`src/rtl/pmp_regbank_pkg.sv`:
```
// Shared types for the protection entry register bank.
// Assumes a 32-bit CSR data path and 12-bit CSR numbers.
package pmp_regbank_pkg;
    localparam int CSR_W  = 32;
    localparam int CSR_AW = 12;
    localparam int LANES  = CSR_W / 8;

    typedef enum logic [1:0] {
        MODE_OFF   = 2'b00,
        MODE_TOR   = 2'b01,
        MODE_NA4   = 2'b10,
        MODE_NAPOT = 2'b11
    } match_mode_e;

    typedef struct packed {
        logic        lock;
        match_mode_e mode;
        logic        x;
        logic        w;
        logic        r;
    } entry_cfg_t;

    // Builds the visible byte; the reserved bits are always zero.
    function automatic logic [7:0] pack_cfg(input entry_cfg_t c);
        return {c.lock, 2'b00, c.mode, c.x, c.w, c.r};
    endfunction
endpackage

```
`src/rtl/pmp_csr_decode.sv`:
```
// CSR number decoder: classifies an access as a configuration hit,
// an address hit or illegal, and gives the offset from each base.
// Assumes both ranges sit wholly inside the 12-bit CSR space.
module pmp_csr_decode
    import pmp_regbank_pkg::*;
#(
    parameter int                NUM_ENTRIES = 8,
    parameter logic [CSR_AW-1:0] CFG_BASE    = 12'h3A0,
    parameter logic [CSR_AW-1:0] ADR_BASE    = 12'h3B0
) (
    input  logic              req,
    input  logic              priv_m,
    input  logic [CSR_AW-1:0] addr,
    output logic              cfg_hit,
    output logic              adr_hit,
    output logic [CSR_AW-1:0] cfg_off,
    output logic [CSR_AW-1:0] adr_off,
    output logic              illegal
);
    localparam int NUM_CFG = (NUM_ENTRIES + LANES - 1) / LANES;

    // Range checks against both CSR windows and privilege screening.
    always_comb begin
        cfg_off = addr - CFG_BASE;
        adr_off = addr - ADR_BASE;
        cfg_hit = (addr >= CFG_BASE) && (cfg_off < CSR_AW'(NUM_CFG));
        adr_hit = (addr >= ADR_BASE) && (adr_off < CSR_AW'(NUM_ENTRIES));
        illegal = req && (!priv_m || !(cfg_hit || adr_hit));
    end
endmodule

```
`src/rtl/pmp_cfg_entry.sv`:
```
// One entry's configuration byte with lock and legalisation rules.
// A locked byte ignores writes; a write-without-read byte is refused
// whole; the four-byte mode is refused (mode kept) when GRAIN_G > 0.
module pmp_cfg_entry
    import pmp_regbank_pkg::*;
#(
    parameter int GRAIN_G = 1
) (
    input  logic       clk,
    input  logic       rst_n,
    input  logic       wr_en,
    input  logic [7:0] wr_byte,
    output entry_cfg_t cfg_q
);
    localparam bit NA4_BLOCKED = (GRAIN_G > 0);

    entry_cfg_t cfg_d;
    logic       rw_bad;
    logic       na4_bad;

    // Legalise the incoming byte against lock and reserved encodings.
    always_comb begin
        rw_bad  = !wr_byte[0] && wr_byte[1];
        na4_bad = NA4_BLOCKED && (wr_byte[4:3] == MODE_NA4);
        cfg_d   = cfg_q;
        if (wr_en && !cfg_q.lock && !rw_bad) begin
            cfg_d.lock = wr_byte[7];
            cfg_d.mode = na4_bad ? cfg_q.mode : match_mode_e'(wr_byte[4:3]);
            cfg_d.x    = wr_byte[2];
            cfg_d.w    = wr_byte[1];
            cfg_d.r    = wr_byte[0];
        end
    end

    // Configuration storage with synchronous reset.
    always_ff @(posedge clk) begin
        if (!rst_n) begin
            cfg_q <= '{lock: 1'b0, mode: MODE_OFF, x: 1'b0, w: 1'b0, r: 1'b0};
        end else begin
            cfg_q <= cfg_d;
        end
    end
endmodule

```
`src/rtl/pmp_addr_entry.sv`:
```
// One entry's address register; a write lands only when not protected.
// Protection is computed by the parent from this and the next entry.
module pmp_addr_entry
    import pmp_regbank_pkg::*;
(
    input  logic             clk,
    input  logic             rst_n,
    input  logic             wr_en,
    input  logic             wr_protect,
    input  logic [CSR_W-1:0] wr_data,
    output logic [CSR_W-1:0] addr_q
);
    // Address storage, updated by unprotected writes only.
    always_ff @(posedge clk) begin
        if (!rst_n) begin
            addr_q <= '0;
        end else if (wr_en && !wr_protect) begin
            addr_q <= wr_data;
        end
    end
endmodule

```
`src/rtl/pmp_regbank.sv`:
```
// Register bank for memory protection entries: configuration bytes
// packed four to a CSR plus one address CSR per entry, with per-lane
// lock filtering and top-of-range protection of the lower address.
// Assumes single-cycle CSR accesses and a 32-bit data path.
module pmp_regbank
    import pmp_regbank_pkg::*;
#(
    parameter int                NUM_ENTRIES = 8,
    parameter int                GRAIN_G     = 1,
    parameter logic [CSR_AW-1:0] CFG_BASE    = 12'h3A0,
    parameter logic [CSR_AW-1:0] ADR_BASE    = 12'h3B0
) (
    input  logic                         clk,
    input  logic                         rst_n,
    input  logic                         priv_m,
    input  logic                         csr_req,
    input  logic                         csr_we,
    input  logic [CSR_AW-1:0]            csr_addr,
    input  logic [CSR_W-1:0]             csr_wdata,
    output logic [CSR_W-1:0]             csr_rdata,
    output logic                         csr_illegal,
    output logic [NUM_ENTRIES-1:0]       ent_lock,
    output logic [2*NUM_ENTRIES-1:0]     ent_mode,
    output logic [NUM_ENTRIES-1:0]       ent_r,
    output logic [NUM_ENTRIES-1:0]       ent_w,
    output logic [NUM_ENTRIES-1:0]       ent_x,
    output logic [CSR_W*NUM_ENTRIES-1:0] ent_addr
);
    logic              cfg_hit;
    logic              adr_hit;
    logic              illegal;
    logic [CSR_AW-1:0] cfg_off;
    logic [CSR_AW-1:0] adr_off;
    logic              do_wr;
    entry_cfg_t        cfg_q  [NUM_ENTRIES];
    logic [CSR_W-1:0]  addr_q [NUM_ENTRIES];

    pmp_csr_decode #(
        .NUM_ENTRIES (NUM_ENTRIES),
        .CFG_BASE    (CFG_BASE),
        .ADR_BASE    (ADR_BASE)
    ) u_decode (
        .req     (csr_req),
        .priv_m  (priv_m),
        .addr    (csr_addr),
        .cfg_hit (cfg_hit),
        .adr_hit (adr_hit),
        .cfg_off (cfg_off),
        .adr_off (adr_off),
        .illegal (illegal)
    );

    assign do_wr       = csr_req && csr_we && !illegal;
    assign csr_illegal = illegal;

    for (genvar e = 0; e < NUM_ENTRIES; e++) begin : g_entry
        logic cfg_wr;
        logic adr_wr;
        logic adr_protect;

        assign cfg_wr = do_wr && cfg_hit && (cfg_off == CSR_AW'(e / LANES));
        assign adr_wr = do_wr && adr_hit && (adr_off == CSR_AW'(e));

        if (e + 1 < NUM_ENTRIES) begin : g_upper
            assign adr_protect = cfg_q[e].lock ||
                                 (cfg_q[e+1].lock && cfg_q[e+1].mode == MODE_TOR);
        end else begin : g_top
            assign adr_protect = cfg_q[e].lock;
        end

        pmp_cfg_entry #(
            .GRAIN_G (GRAIN_G)
        ) u_cfg (
            .clk     (clk),
            .rst_n   (rst_n),
            .wr_en   (cfg_wr),
            .wr_byte (csr_wdata[8*(e%LANES) +: 8]),
            .cfg_q   (cfg_q[e])
        );

        pmp_addr_entry u_addr (
            .clk        (clk),
            .rst_n      (rst_n),
            .wr_en      (adr_wr),
            .wr_protect (adr_protect),
            .wr_data    (csr_wdata),
            .addr_q     (addr_q[e])
        );

        assign ent_lock[e]                = cfg_q[e].lock;
        assign ent_mode[2*e +: 2]         = cfg_q[e].mode;
        assign ent_r[e]                   = cfg_q[e].r;
        assign ent_w[e]                   = cfg_q[e].w;
        assign ent_x[e]                   = cfg_q[e].x;
        assign ent_addr[CSR_W*e +: CSR_W] = addr_q[e];
    end

    // Read multiplexer over packed configuration lanes and address registers.
    always_comb begin
        csr_rdata = '0;
        if (csr_req && !illegal) begin
            for (int e = 0; e < NUM_ENTRIES; e++) begin
                if (cfg_hit && cfg_off == CSR_AW'(e / LANES)) begin
                    csr_rdata[8*(e%LANES) +: 8] = pack_cfg(cfg_q[e]);
                end
                if (adr_hit && adr_off == CSR_AW'(e)) begin
                    csr_rdata = addr_q[e];
                end
            end
        end
    end
endmodule

```
`config.mk`:
```
export PLATFORM = sky130hd
export DESIGN_NAME = pmp_regbank
export DESIGN_NICKNAME = d
export VERILOG_FILES = /design/src/rtl/pmp_regbank_pkg.sv /design/src/rtl/pmp_csr_decode.sv /design/src/rtl/pmp_cfg_entry.sv /design/src/rtl/pmp_addr_entry.sv /design/src/rtl/pmp_regbank.sv
export SDC_FILE = /design/constraint.sdc
export NUM_CORES = 1
export LEC_CHECK = 0
export BUFFER_PORTS_ARGS = -buffer_cell sky130_fd_sc_hd__buf_2
export CAP_MARGIN = 20
export CORE_MARGIN = 4
export CORE_UTILIZATION = 45
export CTS_BUF_LIST = sky130_fd_sc_hd__clkbuf_8
export CTS_CLUSTER_SIZE = 40
export DETAILED_ROUTE_END_ITERATION = 12
export PLACE_DENSITY = 0.7
export SETUP_SLACK_MARGIN = 0.3
export SKIP_LAST_GASP = 1
export SYNTH_ARGS = -nofsm -noshare
export SYNTH_HDL_FRONTEND = slang
export SYNTH_SLANG_ARGS = --single-unit
```
`constraint.sdc`:
```
create_clock -name clk -period 7.8 [get_ports clk]
set_clock_uncertainty 0.05 [all_clocks]
set_input_delay 0.78 -clock clk [delete_from_list [all_inputs] [get_ports clk]]
set_output_delay 0.78 -clock clk [all_outputs]
set_load 0.005 [all_outputs]
```
==> results.toml <==
[timing]
slew-limit-headroom_pct = 28.2
fin_ws_ns = 2.06
slew_viol_final = 0
layout_min_cycle_time_ns = 5.74
fin_crit_sh_pct = 73.6
max_freq_mhz = 174
setup_viol_count_final = 0
finalHoldViolCount = 0
worst_pin_slew_ns = 1.07
setup_tns_ns = 0
rsz0062_at_grt = "no"

[global_routing]
gr-total-overflow = 0
grt_antenna_before_repair = 2
grt_max_degree = 172
grt_pass1_vias = 14100
grt_pass1_wl_mm = 89.0
track_usage_pct = 34.3
grt_use_met1_pct = 44.1
grtUsageMet2_pct = 55.3
globalRoute.busiestLayer = "met2"
met3_usage_pct = 9.08

[worst_setup_path]
crit_end = "csr_rdata[7]"
cp_slowest_cell = "nor4_4"
rr_endpoint = "g_entry[5].u_addr.addr_q[13]"
cp_max_fo = 14
crit_path_max_incr_delay_ns = 0.88
worstSetupStartpointType = "input port"
crit_arrival_ns = 4.91
startpoint = "csr_addr[6]"
critPathKind = "in2out"
crit_chain = "buf_2, inv_1, ha_1, xor2_1, or4_1, nor4_4, buf_4, nand2_1, o31ai_1, a2111oi_0, buf_1, buf_2"
crit_top_cell = "buf_2"
reg2regPathDepth = 6
required_ns = 6.97
crit_path_end_kind = "primary output"
r2r-start = "g_entry[6].u_cfg.cfg_q[4]"
reg2reg_slack_ns = 5.55

[clock_tree]
clk_latency_ns = 0.57
htree_levels = 2
clock-sinks = 304
clockBufferDepth = 3
cts_hold_buf = 0
clk_pin_slew_worst_paths_ns = 0.06
clock-root-buffer = "clkbuf_8"
cts_tree = "done"
post_cts_resize_count = 0
cts_setup_buffers = 0
cts_inserted_buffers = 50

[cells_and_area]
area_delta_synth_final_pct = 22.6
layout.nets = 2086
drive_above_1_share_pct = 25.6
antenna_cells = 0
final_area_um2 = 17000

[floorplanning]
ios = 386
dieWidth_um = 184
start_util_pct = 45.5
std_cell_rows = 64
coreArea_um2 = 30500
dieHeight_um = 184
die-area_um2 = 33700

[logic_synthesis]
synth_most_common_cell = "dfxtp_1"
avgSynthCellArea_um2 = 8.11
synthesis.area_um2 = 13900
synth_seq_area_share_pct = 43.8
async_flop_share_pct = 0
syn_inst = 1713
synth_seq_cells = 304
synthesis.nets = 1764
synthTopCellsByArea = "dfxtp_1 44%, o21ai_0 9.4%, nand2_1 7.7%, nand3_1 7.7%, mux2i_1 6.8%"
synthFlopType = "dfxtp_1"
synth_edf_count = 0
ys_types = 68
synth_top_area_cell = "dfxtp_1"
synth_common_cells = "304 x dfxtp_1, 286 x nand2_1, 260 x o21ai_0"
synth_top_area_share_pct = 43.8
ys_warn_count = 0

[route]
wl_mm = 61.3
vias = 15200
first_pass_iters = 8
ant_nets = 0
drtIter0Drc = 1965
drc = 0
wl_per_cell_um = 24.9
vias_per_cell = 6.18

[power]
peakVddDrop_uv = 122
leakagePower_uw = 0.00714
p_per_area_nw_per_um2 = 182

[placement]
gp_congestion = 0.941
port_buffers = 385
dp_hpwl_mm = 42.4
pre_cts_ws_ns = 2.12
placed_area_um2 = 16000

[worst_hold_path]
hold_class = "in2reg"

[status]
status = "complete, no violations"

[run]
max_cap_violations = 0
report_power, final:
| group | total, µW | switching (µW) | internal, µW |
|---|---|---|---|
| Sequential | 1550 | 0.00888 | 1550 |
| Clock | 1400 | 656 | 741 |
| Combinational | 143 | 112 | 31.4 |
registers in the layout (all words and copies together), names as in the netlist:
register	flops
g_entry.u_addr.addr_q	256
g_entry.u_cfg.cfg_q	48
per-layer routing:
layer / wire length [µm] / part of all wire (%)
met2: 27800 / 45
met5: 23 / 0.038
met3: 7350 / 12
met4: 2630 / 4.3
met1: 23400 / 38
stage by stage:
step | util, % | hold slack (ns) | instances | power (µW)
5_1_grt | 55.8 | 0.437 | 2463 | 3180
6_report | 55.8 | 0.419 | 2463 | 3090
3_3_place_gp | 52.4 | 0.405 | 2376 | 1720
3_5_place_dp | 52.5 | 0.411 | 2378 | 1720
2_1_floorplan | - | 0.409 | 1713 | 1670
4_1_cts | 55.7 | 0.406 | 2462 | 3090
final cells by class:
cell class | instances | area (µm²)
clock buffers | 65 | 895
clock inverters | 19 | 86.3
fillers | 2871 | 13500
inverters | 19 | 71.3
multi-input cells | 1237 | 7120
flip-flops and latches | 304 | 6090
well taps | 396 | 495
repair buffers | 423 | 2270
critical path, delay by kind of cell:
family	cells	cell delay, ns
AOI/OAI and AO/OA	2	0.61
buffers and inverters	5	0.89
adders and majority gates	1	0.23
xor gates and xnor gates	1	0.19
and+or+nand+nor	3	2.21
layout by cell type, fill, tap and decap left out, types with 7 or more instances in the layout:
cell type / instances
nand3_1: 214
nor3_1: 10
nor2b_1: 18
mux2i_1: 94
a221oi_1: 28
o21ai_0: 260
buf_4: 35
a21boi_0: 26
nand2_1: 286
o22ai_1: 11
a21oi_1: 50
o21a_1: 9
nor2_1: 49
a22oi_1: 17
a211oi_1: 9
clkbuf_8: 65
dfxtp_1: 304
buf_2: 383
inv_1: 31
or3_1: 13
nand4_1: 7
a31oi_1: 14
o221ai_1: 12
logic make-up (layout without fill, tap and decap cells):
family	after synthesis	after routing	share of synthesized area (%)
adder cells (fa/ha/maj)	2	2	0.180
flip-flops	304	304	43.8
XOR/XNOR	2	2	0.126
AO/OA/AOI/OAI	484	484	21.3
AND/OR/NAND/NOR	649	649	22.0
multiplexers	100	100	7.26
buffers and inverters	172	526	5.37
how the worst min path moves through the flow:
stage                                         to                         start  slack, ns  cells after the start
finish               g_entry[2].u_addr.addr_q[5]                  csr_wdata[5]       0.42                      3
global route        g_entry[0].u_addr.addr_q[15]  g_entry[0].u_addr.addr_q[15]       0.44                      2
CTS                  g_entry[2].u_addr.addr_q[5]                  csr_wdata[5]       0.41                      3
detailed placement   g_entry[4].u_addr.addr_q[2]   g_entry[4].u_addr.addr_q[2]       0.41                      2
global placement    g_entry[1].u_addr.addr_q[17]  g_entry[1].u_addr.addr_q[17]       0.41                      2
floorplan            g_entry[0].u_addr.addr_q[0]   g_entry[0].u_addr.addr_q[0]       0.41                      2
No activity file was read; power rests on OpenSTA's default activity.
